===== src/rtl/dma_chain_engine.sv =====
module dma_chain_engine #(
  parameter int CW = 14
) (
  input  logic        clk,
  input  logic        rst_n,
  input  logic        reg_wr,
  input  logic        reg_sel,
  input  logic [31:0] reg_wdata,
  output logic [31:0] reg_rdata,
  output logic        mem_req,
  output logic        mem_we,
  output logic [31:0] mem_addr,
  output logic [31:0] mem_wdata,
  input  logic        mem_gnt,
  input  logic [31:0] mem_rdata,
  output logic        tx_valid,
  output logic [7:0]  tx_data,
  output logic        tx_last,
  input  logic        tx_ready,
  input  logic        rx_valid,
  input  logic [7:0]  rx_data,
  output logic        rx_ready,
  output logic        irq,
  output logic        dev_rst
);
  localparam int STOP_B = 31;
  localparam int PEND_B = 30;
  localparam int INT_B  = 29;
  localparam logic [31:0] TX_DONE = 32'h0000_8000;
  localparam logic [31:0] RX_OWN  = 32'h0000_4000;

  typedef enum logic [3:0] {
    S_IDLE, S_PTR, S_CNT, S_NXT, S_RD, S_TX, S_RX, S_WR, S_WB
  } st_t;

  st_t st;
  logic [31:0] nxt, dsc, bptr, info, wbuf;
  logic [CW-1:0] cnt;
  logic [1:0] bidx;
  logic act, swp, dir, irq_q, late, drst;

  wire ctl_wr   = reg_wr && reg_sel;
  wire chan_rst = ctl_wr && reg_wdata[3];
  wire go       = ctl_wr && reg_wdata[0] && !act && !chan_rst;
  wire [1:0] lane = swp ? bidx : ~bidx;
  wire last_byte = (cnt == CW'(1));
  wire irq_set  = (st == S_WB) && mem_gnt && info[INT_B];

  assign mem_req  = (st == S_PTR) || (st == S_CNT) || (st == S_NXT) ||
                    (st == S_RD)  || (st == S_WR)  || (st == S_WB);
  assign mem_we   = (st == S_WR) || (st == S_WB);
  assign mem_wdata = (st == S_WB) ? (info | (dir ? RX_OWN : TX_DONE)) : wbuf;

  always_comb begin
    case (st)
      S_PTR:       mem_addr = dsc;
      S_CNT, S_WB: mem_addr = dsc + 32'd4;
      S_NXT:       mem_addr = dsc + 32'd8;
      default:     mem_addr = bptr;
    endcase
  end

  assign tx_valid = (st == S_TX);
  assign tx_data  = wbuf[{lane, 3'b000} +: 8];
  assign tx_last  = tx_valid && info[PEND_B] && last_byte;
  assign rx_ready = (st == S_RX);
  assign reg_rdata = reg_sel ? {26'd0, late, irq_q, 1'b0, dir, swp, act} : nxt;
  assign irq     = irq_q;
  assign dev_rst = drst;

  always_ff @(posedge clk or negedge rst_n) begin
    if (!rst_n) begin
      st <= S_IDLE;
      nxt <= '0; dsc <= '0; bptr <= '0; info <= '0; wbuf <= '0;
      cnt <= '0; bidx <= '0;
      act <= 1'b0; swp <= 1'b0; dir <= 1'b0;
      irq_q <= 1'b0; late <= 1'b0; drst <= 1'b0;
    end else begin
      drst <= chan_rst;
      if (chan_rst)                     irq_q <= 1'b0;
      else if (irq_set)                 irq_q <= 1'b1;
      else if (ctl_wr && reg_wdata[4])  irq_q <= 1'b0;

      if (chan_rst) begin
        st <= S_IDLE;
        act <= 1'b0;
        late <= 1'b0;
      end else begin
        case (st)
          S_IDLE: begin
            if (reg_wr && !reg_sel) nxt <= reg_wdata;
            if (ctl_wr) begin
              swp <= reg_wdata[1];
              dir <= reg_wdata[2];
            end
            if (go) begin
              act  <= 1'b1;
              late <= 1'b0;
              dsc  <= nxt;
              st   <= S_PTR;
            end
          end
          S_PTR: if (mem_gnt) begin
            bptr <= mem_rdata;
            st   <= S_CNT;
          end
          S_CNT: if (mem_gnt) begin
            info <= mem_rdata;
            cnt  <= mem_rdata[CW-1:0];
            late <= mem_rdata[STOP_B];
            st   <= S_NXT;
          end
          S_NXT: if (mem_gnt) begin
            nxt  <= mem_rdata;
            bidx <= '0;
            wbuf <= '0;
            if (cnt == '0) st <= S_WB;
            else           st <= dir ? S_RX : S_RD;
          end
          S_RD: if (mem_gnt) begin
            wbuf <= mem_rdata;
            bptr <= bptr + 32'd4;
            bidx <= '0;
            st   <= S_TX;
          end
          S_TX: if (tx_ready) begin
            cnt  <= cnt - CW'(1);
            bidx <= bidx + 2'd1;
            if (last_byte)          st <= S_WB;
            else if (bidx == 2'd3)  st <= S_RD;
          end
          S_RX: if (rx_valid) begin
            wbuf[{lane, 3'b000} +: 8] <= rx_data;
            cnt  <= cnt - CW'(1);
            bidx <= bidx + 2'd1;
            if (last_byte || bidx == 2'd3) st <= S_WR;
          end
          S_WR: if (mem_gnt) begin
            bptr <= bptr + 32'd4;
            wbuf <= '0;
            bidx <= '0;
            st   <= (cnt == '0) ? S_WB : S_RX;
          end
          S_WB: if (mem_gnt) begin
            if (info[STOP_B]) begin
              act <= 1'b0;
              st  <= S_IDLE;
            end else begin
              dsc <= nxt;
              st  <= S_PTR;
            end
          end
          default: st <= S_IDLE;
        endcase
      end
    end
  end
endmodule


===== config.mk =====
export PLATFORM = sky130hd
export DESIGN_NAME = dma_chain_engine
export DESIGN_NICKNAME = d
export VERILOG_FILES = /design/src/rtl/dma_chain_engine.sv
export SDC_FILE = /design/constraint.sdc
export NUM_CORES = 1
export LEC_CHECK = 0
export ABC_CLOCK_PERIOD_IN_PS = 3700
export CORE_MARGIN = 2
export CORE_UTILIZATION = 50
export CTS_CLUSTER_DIAMETER = 100
export DETAILED_ROUTE_END_ITERATION = 8
export DONT_BUFFER_PORTS = 1
export PLACE_DENSITY_LB_ADDON = 0.25
export SYNTH_ARGS = -nofsm -noshare
export SYNTH_HDL_FRONTEND = slang
export SYNTH_SLANG_ARGS = --single-unit

===== constraint.sdc =====
create_clock -name clk -period 3.7 [get_ports clk]
set_input_delay 0.74 -clock clk [delete_from_list [all_inputs] [get_ports clk]]
set_output_delay 0.74 -clock clk [all_outputs]
set_load 0.01 [all_outputs]

After elaboration in Yosys (flattened, before gate mapping)
Cells that the tools add are included.
{ "op_classes": {"n_addsub": 6, "n_mul": 0, "div_mod_pow": 0, "n_lt_le_gt_ge": 0, "n_eq_ne": 35, "shifts": 3, "mux": 56, "bitwise_logic": 3, "n_reduce_logical": 47} }
{ "op_table": {"columns": ["cell", "n"], "rows": [
  ["2-to-1 mux 32 bit", 10],
  ["one-hot mux 32 bit (2 select lines)", 3],
  ["one-hot mux 32 bit (3 select lines)", 2],
  ["adder 32 x 3 -> 32 bit, second input constant", 2],
  ["2-to-1 mux 4 bit", 15],
  ["2-to-1 mux 14 bit", 3],
  ["one-hot mux 14 bit (3 select lines)", 1],
  ["one-hot mux 4 bit (9 select lines)", 1],
  ["adder 32 x 4 -> 32 bit, second input constant", 1],
  ["bitwise mux 32 bit", 1],
  ["OR 32 x 16 -> 32 bit", 1],
  ["variable shift 8 x 7 -> 32 bit, first input constant", 1],
  ["indexed part select 32 x 6 -> 8 bit", 1],
  ["indexed part select 8 x 7 -> 32 bit", 1],
  ["inequality test 3 bit, second input constant", 8],
  ["AND reduction 5 bit", 4],
  ["inequality test 2 bit, second input constant", 9],
  ["nonzero test 3 bit", 6],
  ["== test 4 x 3 -> 1 bit, second input constant", 4],
  ["2-to-1 mux 16 bit", 1],
  ["== test 14 x 1 -> 1 bit, second input constant", 1],
  ["zero test 14 bit", 1],
  ["subtractor 14 x 1 -> 14 bit, second input constant", 1],
  ["AND reduction 4 bit", 3],
  ["25 further kinds", 69]
]} }
{ "totals": {"reg_bits": 186, "latchBits": 0, "mem_bits_rw": 0, "romBits": 0, "out_inout_bits": 111, "wordCells": 164, "memories": 0} }

Longest topological paths before layout
{ "depth": {"ltp_word": 7, "depth_mapped": 9, "depth_no_buf": 7} }

Least setup slack after synthesis
Ideal clock, no wire load.
{ "synth_timing": {"path_kind": "reg-to-output", "startpoint": "register st[2]", "endpoint": "output mem_addr[28]", "t_arrival_ns": 2.056, "setup_slack_ns": 0.904, "stages_incl_launch_ff": 7, "n_path_buf": 1, "path_cell_list": "dfrtp_1 clkbuf_1 or2_1 nor3_1 nor2_1 or4_1 o211ai_1"} }
{ "synth_between": {"elab_chain_len": 3} }
{ "synth_lines": {"columns": ["element", "line", "text"], "rows": [
  ["start: declaration", "36", "st_t st;"],
  ["start signal: assignment", "118", "else st <= dir ? S_RX : S_RD;"],
  ["start signal: assignment", "142", "st <= (cnt == '0) ? S_WB : S_RX;"],
  ["== test 4 bit / == test 4 x 2 -> 1 bit (equally long branches)", "55", "case (st)"],
  ["OR reduction 2 bit", "55", null],
  ["one-hot mux 32 bit (3 select lines) *", "55", null],
  ["end: declaration", "12", "output logic [31:0] mem_addr,"]
]} }
Every way passes the cells marked *; elsewhere a longest branch is shown, timed or not.

Worst setup path in the final report
{ "layout_timing": {"startpoint": "register dsc[14]", "endpoint": "output mem_addr[20]"} }
{ "layout_between": {"elab_chain_len": 2} }
{ "layout_lines": {"columns": ["element", "line", "text"], "rows": [
  ["start: declaration", "37", "logic [31:0] nxt, dsc, bptr, info, wbuf;"],
  ["start signal: assignment", "99", "dsc <= nxt;"],
  ["start signal: assignment", "149", "dsc <= nxt;"],
  ["adder 32 x 4 -> 32 bit / adder 32 x 3 -> 32 bit (equally long branches)", "58, 57", null],
  ["one-hot mux 32 bit (3 select lines) *", "55", null]
]} }
Marked as above.

==> impl_metrics.yaml <==
worst_setup_path:
  cp-start-kind: "flip-flop"
  arrival_ns: 2.75
  reg2reg_to: "wbuf[24]"
  r2r_cells: 6
  worstPathRequired_ns: 2.96
  cp-end-kind: "output pin"
  cp_max_fo: 7
  r2r_start: "st[2]"
  rrSetupSlack_ns: 0.67
  startpoint: "dsc[14]"
  crit_type: "flip-flop to output pin"
  endpoint: "mem_addr[20]"
place:
  globalplace.congestion: 0.9562
  port_buffers: 0
  dp_hpwl_microns: 28260
  place_area_sq_mm: 0.01175
layout:
  drive_gt1_share_pct: 12.11
  layout.nets: 1262
  final_common_cell: "dfrtp_1"
  final_cell_mix: "185 x dfrtp_1, 103 x nand2_1, 87 x nor2_1, 85 x a21oi_1, 59 x mux2_1"
  stdcell_area_sq_mm: 0.01241
  final.fill_count: 2059
  areaGrowthSynthToFinish_pct: 8.681
  diodes: 0
yosys:
  synth_edf_count: 0
  yosysWarnings: 0
  avgSynthCellArea_sq_um: 9.552
  ys.flop_type: "dfrtp_1"
  async_flop_share_pct: 100.0
  syn_nets: 1280
  syn_area_sq_mm: 0.01141
  yosysSeqAreaShare_pct: 40.78
  ys_seq_elements: 186
  yosysUniqueCellTypes: 92
  netlist_instances: 1195
power_and_ir_drop:
  p_seq_share_pct: 36.2
  p_int_mw: 6.242
  powerDensity_mw_per_mm2: 946.8
  pwr-share-clk_pct: 15.8
  netSwitchingFraction_pct: 46.85
  irDropWorstVdd_mv: 0.4052
  power.share.combinational_pct: 48.0
  p_switching_mw: 5.503
  p_leak_nw: 4.761
global_route:
  first_global_vias: 9587
  grt_pass1_wl_microns: 59820
  antenna_found_initial: 1
  track_usage_pct: 32.83
  overflow: 0
  grt_max_degree: 99
sta:
  rsz0062_at_grt: "false"
  tns_ns: 0
  fmax_mhz: 286.8
  finalCriticalPeriod_ns: 3.487
  hold_viol: 0
  period_share_pct: 94.25
  fin_skew_ns: 0.01314
  tightest_slew_ns: 1.144
  setup_viol: 0
  drv_slew: 0
  relSlewSlack_pct: 23.43
drt:
  wire_per_inst_microns: 26.75
  drcViolationCount: 0
  wl_microns: 39430
  dr.pass1.iters: 5
  via_count: 10175
  drt_iter0_drc: 1046
  ant_nets: 0
  viasPerCell: 6.903
floorplanning:
  placementRows: 55
  chipHeight_microns: 155.1
  initial_utilization_pct: 50.73
  coreArea_sq_mm: 0.02250
  dieArea_sq_mm: 0.02405
  io-pin-count: 190
  die_x_microns: 155.1
cts:
  cts_tree: "done"
  worst_setup_hold_path_clk_slew_ns: 0.08
  root_buffer: "clkbuf_16"
  insertion_delay_ns: 0.45
  cts_buffer_depth: 2
  cts_setup_buffers: 0
  cts_sinks: 186
  numCtsBuffers: 17
  cts_max_level: 4
job:
  cap_violations: 0
hold_path:
  hold_class: "primary input to async pin"
run_status:
  status: "finished, final reports clean"
area by class of cell:
type / count / area, sq um / area share (%)
inverters: 14 / 57.56 / 0.4639
repair buffers: 42 / 370.4 / 2.985
multi-input cells: 916 / 6381 / 51.44
well taps: 285 / 356.6 / 2.874
clock buffers: 17 / 425.4 / 3.429
flip-flops and latches: 186 / 4656 / 37.53
clock inverters: 14 / 158.9 / 1.281
cell usage after synthesis (8+ instances only):
library cell,number,area [sq um]
a32oi_1,8,70.07
nor2b_1,33,206.5
mux2_1,59,664.4
mux2i_1,38,380.4
dfrtp_1,186,4654
nor3_1,28,140.1
o2bb2ai_1,39,341.6
a31oi_1,13,81.33
nor4_1,17,106.4
and3_1,14,87.58
mux4_2,8,180.2
a21oi_1,85,425.4
nor3b_1,8,60.06
nand4_1,21,131.4
o21ai_1,35,175.2
nor2_1,87,326.6
inv_1,11,41.29
buf_2,13,65.06
o211ai_1,9,67.56
o21ai_0,26,130.1
nand3_1,45,225.2
clkbuf_1,51,191.4
nand2_1,103,386.6
mux2_2,42,473.0
a22oi_1,35,262.8
cell families after synthesis:
kind of cell	after synthesis	synth area share [%]
simple gates	417	18.94
buf+inv	93	3.760
xor+xnor	10	0.8330
compound gates	336	20.16
mux	147	14.87
fa+ha+maj	6	0.6577
flops	186	40.78
power by group through the flow:
stage,registers (mW),clock network (mW),logic (mW)
floorplan,3.65,0,4.40
global placement,4.22,0,5.44
detailed placement,4.26,0,5.50
CTS,4.22,1.88,5.58
global route,4.38,1.97,6.13
finish,4.26,1.86,5.63
stage by stage:
step | hold slack (ns) | setup slack, ns | util, % | instances | power (mW)
final | 0.1676 | 0.2127 | 55.13 | 1474 | 11.75
after global routing | 0.2026 | 0.04797 | 55.13 | 1474 | 12.48
after CTS | 0.1984 | 0.1345 | 55.10 | 1474 | 11.68
after detailed placement | 0.4498 | 0.6164 | 52.22 | 1440 | 9.755
after global placement | 0.4498 | 0.6713 | 52.22 | 1440 | 9.656
after floorplan | 0.4444 | 0.9036 | - | 1195 | 8.053
worst max-delay path, stage by stage (launching register included):
cell	delay, ns
dfrtp_1	0.49
nand4_1	0.34
or4_1	0.65
or4_1	0.43
a21oi_1	0.15
a221o_1	0.23
worst min-delay path by stage:
stage               cells after the start  slack, ns      end  startpoint
global route                            1       0.20  dsc[13]       rst_n
detailed placement                      0       0.45   nxt[9]       rst_n
floorplan                               0       0.44      act       rst_n
finish                                  1       0.17  dsc[13]       rst_n
CTS                                     1       0.20  dsc[13]       rst_n
global placement                        0       0.45  nxt[13]       rst_n
routing by layer:
metal  vias up  part of all wire, %  track usage [%]
li1       4511                    -                -
met1      5013                   40            44.99
met2       582                   46            51.22
met3        67                   11            9.220
met4         2                  2.2            9.303
met5         -                0.030                0
flip-flops by register name, summed over array words and instances, names as in the netlist:
name	flops
late	1
act	1
dsc	32
bptr	32
nxt	32
dev_rst	1
info	32
bidx	2
cnt	14
dir	1
swp	1
st	4
wbuf	32
irq	1
timing repair:
| item | CTS | global route |
|---|---|---|
| setup endpoints to repair | 0 | 1 |
| endpoints found under the hold margin | 81 | 0 |
| resized for setup | 0 | 2 |
| hold buffers | 3 | 0 |
Note: power is estimated with default switching activity, not from simulation.
